===== src/rtl/mtimer_pkg.sv =====
package mtimer_pkg;

    localparam int CNT_W  = 16;
    localparam int ADDR_W = 2;
    localparam int CTRL_W = 8;
    localparam int NCMP   = 2;
    localparam int SYNC_N = 2;

    typedef enum logic [2:0] {
        MD_STOP    = 3'b000,
        MD_FREE_M  = 3'b001,
        MD_FREE_ME = 3'b010,
        MD_RSV3    = 3'b011,
        MD_CMP_M   = 3'b100,
        MD_CMP_ME  = 3'b101,
        MD_EDGE_M  = 3'b110,
        MD_RSV7    = 3'b111
    } mode_e;

    typedef enum logic [1:0] {
        EV_FALL = 2'b00,
        EV_RISE = 2'b01,
        EV_NONE = 2'b10,
        EV_BOTH = 2'b11
    } esel_e;

    typedef enum logic [1:0] {
        RA_CTRL = 2'd0,
        RA_CMP0 = 2'd1,
        RA_CMP1 = 2'd2,
        RA_ESEL = 2'd3
    } raddr_e;

    typedef enum logic [1:0] {
        CLR_NONE = 2'd0,
        CLR_CMP  = 2'd1,
        CLR_EDGE = 2'd2
    } clr_e;

    typedef struct packed {
        logic running;
        clr_e clr;
        logic edge_out;
    } mode_dec_t;

    typedef struct packed {
        mode_e mode;
        logic  ovf;
    } ctrl_t;

    function automatic mode_dec_t decode_mode(mode_e m);
        mode_dec_t d;
        d = '{running: 1'b0, clr: CLR_NONE, edge_out: 1'b0};
        case (m)
            MD_FREE_M:  d = '{running: 1'b1, clr: CLR_NONE, edge_out: 1'b0};
            MD_FREE_ME: d = '{running: 1'b1, clr: CLR_NONE, edge_out: 1'b1};
            MD_CMP_M:   d = '{running: 1'b1, clr: CLR_CMP,  edge_out: 1'b0};
            MD_CMP_ME:  d = '{running: 1'b1, clr: CLR_CMP,  edge_out: 1'b1};
            MD_EDGE_M:  d = '{running: 1'b1, clr: CLR_EDGE, edge_out: 1'b0};
            default:    d = '{running: 1'b0, clr: CLR_NONE, edge_out: 1'b0};
        endcase
        return d;
    endfunction

    function automatic logic [CTRL_W-1:0] pack_ctrl(ctrl_t c);
        return {{(CTRL_W-4){1'b0}}, c.mode, c.ovf};
    endfunction

endpackage


===== src/rtl/mtimer_regs.sv =====
module mtimer_regs
    import mtimer_pkg::*;
#(
    parameter int W = CNT_W,
    parameter int N = NCMP
) (
    input  logic                  clk,
    input  logic                  rst,
    input  logic                  wr_en,
    input  logic [ADDR_W-1:0]     wr_addr,
    input  logic [W-1:0]          wr_data,
    input  logic                  ovf_set,
    output ctrl_t                 ctrl,
    output logic [N-1:0][W-1:0]   cmp,
    output esel_e                 esel
);

    mode_e     wr_mode;
    mode_dec_t cur_dec;
    logic      wr_ctrl;
    logic      mode_ok;

    assign wr_ctrl = wr_en && (raddr_e'(wr_addr) == RA_CTRL);
    assign wr_mode = mode_e'(wr_data[3:1]);
    assign cur_dec = decode_mode(ctrl.mode);
    assign mode_ok = !cur_dec.running || (wr_mode == MD_STOP);

    always_ff @(posedge clk) begin
        if (rst) begin
            ctrl <= '{mode: MD_STOP, ovf: 1'b0};
        end else begin
            if (wr_ctrl && mode_ok)
                ctrl.mode <= wr_mode;
            if (ovf_set)
                ctrl.ovf <= 1'b1;
            else if (wr_ctrl && !wr_data[0])
                ctrl.ovf <= 1'b0;
        end
    end

    for (genvar g = 0; g < N; g++) begin : g_cmp_reg
        always_ff @(posedge clk) begin
            if (rst)
                cmp[g] <= '0;
            else if (wr_en && (int'(wr_addr) == int'(RA_CMP0) + g))
                cmp[g] <= wr_data;
        end
    end

    always_ff @(posedge clk) begin
        if (rst)
            esel <= EV_FALL;
        else if (wr_en && (raddr_e'(wr_addr) == RA_ESEL))
            esel <= esel_e'(wr_data[1:0]);
    end

    assert_ovf_sticky_R9: assert property (@(posedge clk) disable iff (rst)
        ($past(ctrl.ovf) && !$past(wr_ctrl && !wr_data[0])) |-> ctrl.ovf);

    assert_mode_lock_R10: assert property (@(posedge clk) disable iff (rst)
        (cur_dec.running && !(wr_ctrl && wr_mode == MD_STOP)) |=> ctrl.mode == $past(ctrl.mode));

endmodule


===== src/rtl/mtimer_edge.sv =====
module mtimer_edge
    import mtimer_pkg::*;
#(
    parameter int STAGES = SYNC_N
) (
    input  logic  clk,
    input  logic  rst,
    input  logic  din,
    input  esel_e esel,
    output logic  edge_evt
);

    localparam int LAST = STAGES - 1;

    logic [STAGES-1:0] sync_q;
    logic              prev_q;
    logic              rise;
    logic              fall;

    always_ff @(posedge clk) begin
        if (rst) begin
            sync_q <= '0;
            prev_q <= 1'b0;
        end else begin
            sync_q <= {sync_q[STAGES-2:0], din};
            prev_q <= sync_q[LAST];
        end
    end

    assign rise = sync_q[LAST] && !prev_q;
    assign fall = !sync_q[LAST] && prev_q;

    always_comb begin
        case (esel)
            EV_FALL: edge_evt = fall;
            EV_RISE: edge_evt = rise;
            EV_BOTH: edge_evt = rise || fall;
            default: edge_evt = 1'b0;
        endcase
    end

    assert_edge_level_R6: assert property (@(posedge clk) disable iff (rst)
        (edge_evt && esel == EV_RISE) |=> prev_q);

    assert_edge_none_R6: assert property (@(posedge clk) disable iff (rst)
        (esel == EV_NONE) |-> !edge_evt);

endmodule


===== src/rtl/mtimer_core.sv =====
module mtimer_core
    import mtimer_pkg::*;
#(
    parameter int W = CNT_W,
    parameter int N = NCMP
) (
    input  logic                 clk,
    input  logic                 rst,
    input  mode_dec_t            dec,
    input  logic                 cnt_en,
    input  logic                 edge_evt,
    input  logic [N-1:0][W-1:0]  cmp,
    output logic [W-1:0]         cnt_q,
    output logic                 irq_q,
    output logic                 tout_q,
    output logic                 ovf_set
);

    logic [N-1:0] hit;
    logic         any_hit;
    logic         edge_clr;
    logic         tog;
    logic [W-1:0] cnt_d;

    for (genvar g = 0; g < N; g++) begin : g_match
        assign hit[g] = dec.running && cnt_en && (cnt_q == cmp[g]);
    end

    assign any_hit  = |hit;
    assign edge_clr = dec.running && (dec.clr == CLR_EDGE) && edge_evt;
    assign ovf_set  = dec.running && cnt_en && (cnt_q == {W{1'b1}});
    assign tog      = any_hit || (dec.running && dec.edge_out && edge_evt);

    always_comb begin
        cnt_d = cnt_q;
        if (!dec.running)
            cnt_d = '0;
        else if (edge_clr)
            cnt_d = '0;
        else if (cnt_en) begin
            if ((dec.clr == CLR_CMP) && hit[0])
                cnt_d = '0;
            else
                cnt_d = cnt_q + 1'b1;
        end
    end

    always_ff @(posedge clk) begin
        if (rst) begin
            cnt_q  <= '0;
            irq_q  <= 1'b0;
            tout_q <= 1'b0;
        end else begin
            cnt_q  <= cnt_d;
            irq_q  <= any_hit;
            tout_q <= tout_q ^ tog;
        end
    end

    assert_stop_clear_R2: assert property (@(posedge clk) disable iff (rst)
        !dec.running |=> (cnt_q == '0));

    assert_stop_quiet_R7: assert property (@(posedge clk) disable iff (rst)
        !dec.running |=> !irq_q);

    assert_free_step_R3: assert property (@(posedge clk) disable iff (rst)
        (dec.running && dec.clr == CLR_NONE && cnt_en) |=> cnt_q == $past(cnt_q) + 1'b1);

    assert_cmp_restart_R4: assert property (@(posedge clk) disable iff (rst)
        (dec.running && dec.clr == CLR_CMP && cnt_en && cnt_q == cmp[0]) |=> cnt_q == '0);

    assert_tout_hold_R8: assert property (@(posedge clk) disable iff (rst)
        !dec.running |=> $stable(tout_q));

endmodule


===== src/rtl/mtimer16.sv =====
module mtimer16
    import mtimer_pkg::*;
(
    input  logic              clk,
    input  logic              rst,
    input  logic              wr_en,
    input  logic [1:0]        wr_addr,
    input  logic [15:0]       wr_data,
    input  logic              cnt_en,
    input  logic              ext_in,
    output logic [15:0]       count,
    output logic [7:0]        ctrl_rd,
    output logic              tout,
    output logic              irq
);

    ctrl_t                        ctrl;
    logic [NCMP-1:0][CNT_W-1:0]   cmp;
    esel_e                        esel;
    mode_dec_t                    dec;
    logic                         edge_evt;
    logic                         ovf_set;

    assign dec     = decode_mode(ctrl.mode);
    assign ctrl_rd = pack_ctrl(ctrl);

    mtimer_regs #(.W(CNT_W), .N(NCMP)) u_regs (
        .clk     (clk),
        .rst     (rst),
        .wr_en   (wr_en),
        .wr_addr (wr_addr),
        .wr_data (wr_data),
        .ovf_set (ovf_set),
        .ctrl    (ctrl),
        .cmp     (cmp),
        .esel    (esel)
    );

    mtimer_edge #(.STAGES(SYNC_N)) u_edge (
        .clk      (clk),
        .rst      (rst),
        .din      (ext_in),
        .esel     (esel),
        .edge_evt (edge_evt)
    );

    mtimer_core #(.W(CNT_W), .N(NCMP)) u_core (
        .clk      (clk),
        .rst      (rst),
        .dec      (dec),
        .cnt_en   (cnt_en),
        .edge_evt (edge_evt),
        .cmp      (cmp),
        .cnt_q    (count),
        .irq_q    (irq),
        .tout_q   (tout),
        .ovf_set  (ovf_set)
    );

endmodule


===== config.mk =====
export PLATFORM = sky130hd
export DESIGN_NAME = mtimer16
export DESIGN_NICKNAME = d
export VERILOG_FILES = /design/src/rtl/mtimer_pkg.sv /design/src/rtl/mtimer_regs.sv /design/src/rtl/mtimer_edge.sv /design/src/rtl/mtimer_core.sv /design/src/rtl/mtimer16.sv
export SDC_FILE = /design/constraint.sdc
export NUM_CORES = 1
export LEC_CHECK = 0
export CORE_MARGIN = 4
export CORE_UTILIZATION = 57
export DETAILED_ROUTE_END_ITERATION = 12
export HOLD_SLACK_MARGIN = 0.15
export PLACE_DENSITY_LB_ADDON = 0.1
export SLEW_MARGIN = 10
export SYNTH_ARGS = -nofsm -noshare
export SYNTH_HDL_FRONTEND = slang
export SYNTH_SLANG_ARGS = --single-unit

===== constraint.sdc =====
create_clock -name clk -period 3.53 [get_ports clk]
set_input_delay 0.706 -clock clk [delete_from_list [all_inputs] [get_ports clk]]
set_output_delay 0.706 -clock clk [all_outputs]
set_load 0.02 [all_outputs]

==> impl_metrics.toml, run 1 <==
[run_status]
status = "finished clean"

[finish]
drive_gt1_frac = 0.09949
area_delta_synth_final_pct = 19.77
nets = 413
final_cell_mix = "nand2_1 (80), dfxtp_1 (59), clkdlybuf4s50_1 (44), a21oi_1 (36), xor2_1 (26)"
diodes = 0
layout_commonest_cell = "nand2_1"
fillers = 431

[critical_path]
cp_slowest_stage_delay_ns = 0.69
cp_slowest_cell = "clkdlybuf4s50_1"
reg2reg_slack_ns = 1.58
r2r_cells = 6
crit_arrival_ns = 1.53
worst_r2r_endpoint = "u_core.cnt_q[1]"
timing.rr.start = "u_core.cnt_q[7]"
cp.required_ns = 2.82
cp_num_buf_inv = 1
cpLargestDelayFamily = "buffers and inverters"
path_cells = "clkdlybuf4s50_1"
cp-end-kind = "output pin"
path_class = "reg2out"
cp_max_fo = 8
cp-start-kind = "flop"

[drt]
totalWireLength_um = 6657
viasPerCell = 5.290
wl_per_cell_um = 14.41
remaining_drc_errors = 0
drt_iter0_drc = 160
drt_pre_antenna_iters = 4
dr_wl_met2_um = 3065
routed.top_layer = "met4"
antenna_left = 0
wl_met1_um = 3110
wl_met3_um = 333
vias = 2444

[power_and_ir_drop]
power_frac_clock = 0.408
p_switching_mw = 0.3493
p_leak_nw = 1.302
fin_total_pwr_mw = 1.432
p_comb_frac = 0.104
powerDensity_nw_per_um2 = 401.2
p_seq_frac = 0.488
vdd_drop_max_mv = 0.2715
intPower_mw = 1.083
power_switching_share = 0.2439

[clock_network]
cts_root_buffer = "clkbuf_8"
cts_tree = "done"
cts_buffer_depth = 2
cts_resized = 0
clkLatencyLatePin_ns = 0.34
numCtsBuffers = 9
postCtsHoldBufs = 0
cts_max_level = 3
clk_pin_slew_ns = 0.06
cts_sinks = 59
postCtsSetupRepairBufs = 0

[yosys]
netlist_area_sq_um = 2980
ys_warn_count = 0
synth_ff_type = "dfxtp_1"
synth.avg_cell_area_sq_um = 8.419
synth-edff-count = 0
async_flop_share = 0
synth-seq-area-share = 0.3963
synth_seq_cells = 59
syn-instance-count = 354
synthDistinctLibCells = 39

[die]
die_h_um = 80.31
dieArea_sq_um = 6450
design.core.area_sq_um = 5075
start_util = 0.5873
num_rows = 26
die_width_um = 80.31
top_level_ports = 49

[placement]
dp_hpwl_um = 4834
io_buffers = 44
gp_congestion = 0.8495

[sta]
fin_skew_ns = 0.004753
timing.fmax_mhz = 447.0
rsz0062_at_grt = "no"
worst_pin_slew_ns = 0.6983
min_period_ns = 2.237
setup_viol = 0
relSlewSlack = 0.5331
final.period_utilization = 0.6338
maxSlewViolCount = 0
final_hold_viol_count = 0
fin_setup_tns_ns = 0

[global_routing]
grt_pass1_vias = 2235
antenna_found_initial = 0
grt_pass1_wl_um = 10750
overflow = 0
grt_max_degree = 47
grt_util_all_layers = 0.2193

[job]
cap_violations = 0

[worst_hold_path]
hold_depth = 1
min_to = "u_edge.sync_q[1]"
hp-class = "reg2reg"
hp-start = "u_edge.sync_q[0]"
## state kept, by name, indices dropped and copies added (netlist names)
name,flops
u_core.tout_q,1
u_edge.sync_q,2
u_regs.esel,2
u_regs.cmp,32
u_core.cnt_q,16
u_core.irq_q,1
u_regs.ctrl,4
u_edge.prev_q,1
## through the flow
step                instance area (sq um)  setup WS (ns)  utilization  cells  hold WS (ns)
floorplan                            2992          1.660            -    357        0.4138
global placement                     3378          1.035       0.6657    446        0.4173
detailed placement                   3378          1.005       0.6657    446        0.4310
CTS                                  3570          1.278       0.7034    462        0.4422
global route                         3570          1.224       0.7034    462        0.4619
finish                               3570          1.293       0.7034    462        0.4347
## worst max path at each step
stage,end,depth (start not counted),slack (ns),from
floorplan,u_regs.ctrl[2],4,1.66,wr_addr[1]
global route,u_regs.ctrl[3],6,1.22,wr_en
detailed placement,u_regs.ctrl[2],5,1.01,wr_en
CTS,ctrl_rd[2],1,1.28,u_regs.ctrl[2]
global placement,u_core.cnt_q[15],6,1.03,cnt_en
finish,ctrl_rd[2],1,1.29,u_regs.ctrl[2]
## metal layers
metal  up-vias  track usage
li1       1249            -
met1      1114       0.2952
met2        66       0.3394
met3        15      0.03924
met4         0       0.1014
met5         -            0
## synth_stat cells, types with 2 or more instances
cell       number  share of area
nor4_1          4         0.0084
a31oi_1         2         0.0042
nor3_1          7          0.012
nor4_2          2         0.0084
or4_1           2         0.0050
nand2_1        80           0.10
inv_1           5         0.0063
and3b_1         2         0.0059
a21oi_1        36          0.060
ha_1            3          0.013
buf_6           5          0.019
and3_1          2         0.0042
mux2i_1         5          0.017
or2_2           3         0.0063
or3_1           4         0.0084
buf_2           5         0.0084
nor4_4          3          0.021
xor2_1         26          0.076
xnor2_1        21          0.062
dfxtp_1        59           0.40
nor2_1         14          0.018
buf_4           5          0.013
nand3b_1        2         0.0050
nor2b_1         4         0.0084
nor3_2         10          0.034
nand3_1         5         0.0084
clkbuf_1       13          0.016
o2111ai_1       2         0.0059
nand4_1        13          0.027
## logic make-up (layout without fill, tap and decap cells)
| logic type | count (synthesis) | count (layout) | share of synthesized area |
|---|---|---|---|
| AND/OR/NAND/NOR | 161 | 161 | 0.2918 |
| flip-flops | 59 | 59 | 0.3963 |
| XOR/XNOR | 47 | 47 | 0.1381 |
| AO/OA/AOI/OAI | 44 | 44 | 0.07934 |
| buffers and inverters | 34 | 69 | 0.06381 |
| multiplexers | 5 | 5 | 0.01679 |
| adder cells (fa/ha/maj) | 3 | 3 | 0.01260 |
| other | 1 | 4 | 0.001258 |
## power by group through the flow
stage	combinational, mW	clock, mW	sequential (mW)
final	0.150	0.584	0.699
after detailed placement	0.149	0	0.714
after global routing	0.164	0.618	0.701
after global placement	0.147	0	0.713
after floorplan	0.0932	0	0.714
after CTS	0.150	0.591	0.699
## area by class of cell
cell class	count	area [sq um]	share of cell area
clock inverter	1	5.005	0.001402
timing repair buffer	48	470.5	0.1318
inverter	5	18.77	0.005258
multi-input combinational	264	1620	0.4539
sequential	59	1181	0.3309
tap	70	87.58	0.02454
clock buffer	15	186.4	0.05223
Power figures use the tool's default switching activity.
==> run 2: changes to the inputs <==
CORE_UTILIZATION = 48   (was 57)
clock period = 2.05 ns   (was 3.53 ns; I/O delays follow)
==> run 2 against run 1 <==
Net effect: register-to-register slack got worse by 1.4 ns; clock skew increased by 0.00053 ns; non-clock buffer count increased by 21; critical path depth unchanged; flip-flop and latch count unchanged; first-iteration DRC count decreased by 16%; total power increased by 73%; sequential share of layout area decreased by 1.4 points; clock-buffer cell count decreased by 4; utilization decreased by 7.7 points; sequential power increased by 72%; worst hold slack improved by 0.00098 ns.
==> impl_metrics.toml, run 2 (synthesis results as in run 1) <==
[sta]
final_hold_viol_count = 0
min_period_ns = 1.941
timing.fmax_mhz = 515.1
fin_skew_ns = 0.005278
maxSlewViolCount = 0
final.period_utilization = 0.9470
setup_viol = 0
fin_setup_tns_ns = 0
hold_slack_ns = 0.4357
rsz0062_at_grt = "no"

[drt]
vias = 2531
viasPerCell = 5.186
totalWireLength_um = 7175
wl_per_cell_um = 14.70
drt_pre_antenna_iters = 4
remaining_drc_errors = 0
drt_iter0_drc = 134
antenna_left = 0

[finish]
largest_register = "u_regs.cmp"
final_cell_mix = "nand2_1 (80), dfxtp_1 (59), clkdlybuf4s50_1 (44), a21oi_1 (36), xor2_1 (26)"
diodes = 0
area_delta_synth_final_pct = 25.15
reg_top3 = "u_regs.cmp: 32 flops, u_core.cnt_q: 16 flops, u_regs.ctrl: 4 flops"
final_util = 0.6263
drive_gt1_frac = 0.1501
nets = 434
instances_no_fill = 488
largest_reg_flops = 32
layout_commonest_cell = "nand2_1"

[clock_network]
postCtsSetupRepairBufs = 0
cts_tree = "done"
cts_max_level = 3
cts_resized = 0
cts_root_buffer = "clkbuf_8"
cts_buffer_depth = 2
numCtsBuffers = 9
clk_pin_slew_ns = 0.07
cts_sinks = 59
postCtsHoldBufs = 0
clkLatencyLatePin_ns = 0.34

[critical_path]
crit_arrival_ns = 1.53
cpLargestDelayFamily = "buffers and inverters"
cp-end-kind = "output pin"
cp_max_fo = 7
path_cells = "clkdlybuf4s50_1"
cp-start-kind = "flop"
cp_num_cells = 1
r2r_cells = 6
path_class = "reg2out"
cp_slowest_cell = "clkdlybuf4s50_1"
reg2reg_slack_ns = 0.14
cp_num_buf_inv = 1
cp_slowest_stage_delay_ns = 0.67
cp.required_ns = 1.64

[die]
top_level_ports = 49
die_h_um = 86.80
design.core.area_sq_um = 5956
start_util = 0.5004
die_width_um = 86.80
dieArea_sq_um = 7533
num_rows = 28

[run_status]
status = "finished clean"

[power_and_ir_drop]
fin_total_pwr_mw = 2.478
vdd_drop_max_mv = 0.4826
powerDensity_nw_per_um2 = 664.4
p_leak_nw = 1.397

[job]
cap_violations = 0

[placement]
gp_congestion = 0.8349
dp.cells = 472
io_buffers = 44
dp_hpwl_um = 5375

[global_routing]
grt_max_degree = 42
grt_pass1_vias = 2413
antenna_found_initial = 0
grt_util_all_layers = 0.2047
grt_pass1_wl_um = 11830
overflow = 0

[worst_hold_path]
hold_depth = 1
hp-class = "reg2reg"
[run 2: final cells by class]
| type | instances | area [sq um] |
|---|---|---|
| repair buffers | 69 | 628.1 |
| flip-flops and latches | 59 | 1181 |
| clock buffers | 11 | 151.4 |
| inverters | 5 | 18.77 |
| clock inverters | 5 | 36.28 |
| fillers | 545 | 2226 |
| multi-input cells | 264 | 1620 |
| well taps | 75 | 93.84 |
[run 2: metal layers]
| layer | wire, um | GRT usage | part of all wire | up-vias |
|---|---|---|---|---|
| met5 | 0 | 0 | 0 | - |
| met4 | 137 | 0.09065 | 0.019 | 0 |
| met3 | 414 | 0.03802 | 0.058 | 11 |
| met1 | 3384 | 0.2754 | 0.47 | 1158 |
| met2 | 3239 | 0.3182 | 0.45 | 72 |
| li1 | - | - | - | 1290 |
[run 2: where the power goes]
group | internal (mW) | switching, mW | total [mW]
Sequential | 1.18 | 0.0250 | 1.20
Clock | 0.506 | 0.493 | 0.998
Combinational | 0.132 | 0.146 | 0.278
Total | 1.81 | 0.664 | 2.48
[run 2: path summary, 6_finish.rpt]
path,start,end
worst max-delay path,u_core.cnt_q[2],count[2]
worst min-delay path,u_edge.sync_q[0],u_edge.sync_q[1]
worst max register to register,u_core.cnt_q[3],u_core.cnt_q[1]
worst min register to register,u_edge.sync_q[0],u_edge.sync_q[1]
[run 2: stage by stage]
step	worst slack, ns	instance area [sq um]
after global placement	-0.002754	3542
after CTS	0.09731	3730
after detailed placement	-0.02290	3542
after floorplan	0.1887	2992
after global routing	0.05901	3730
final	0.1087	3730
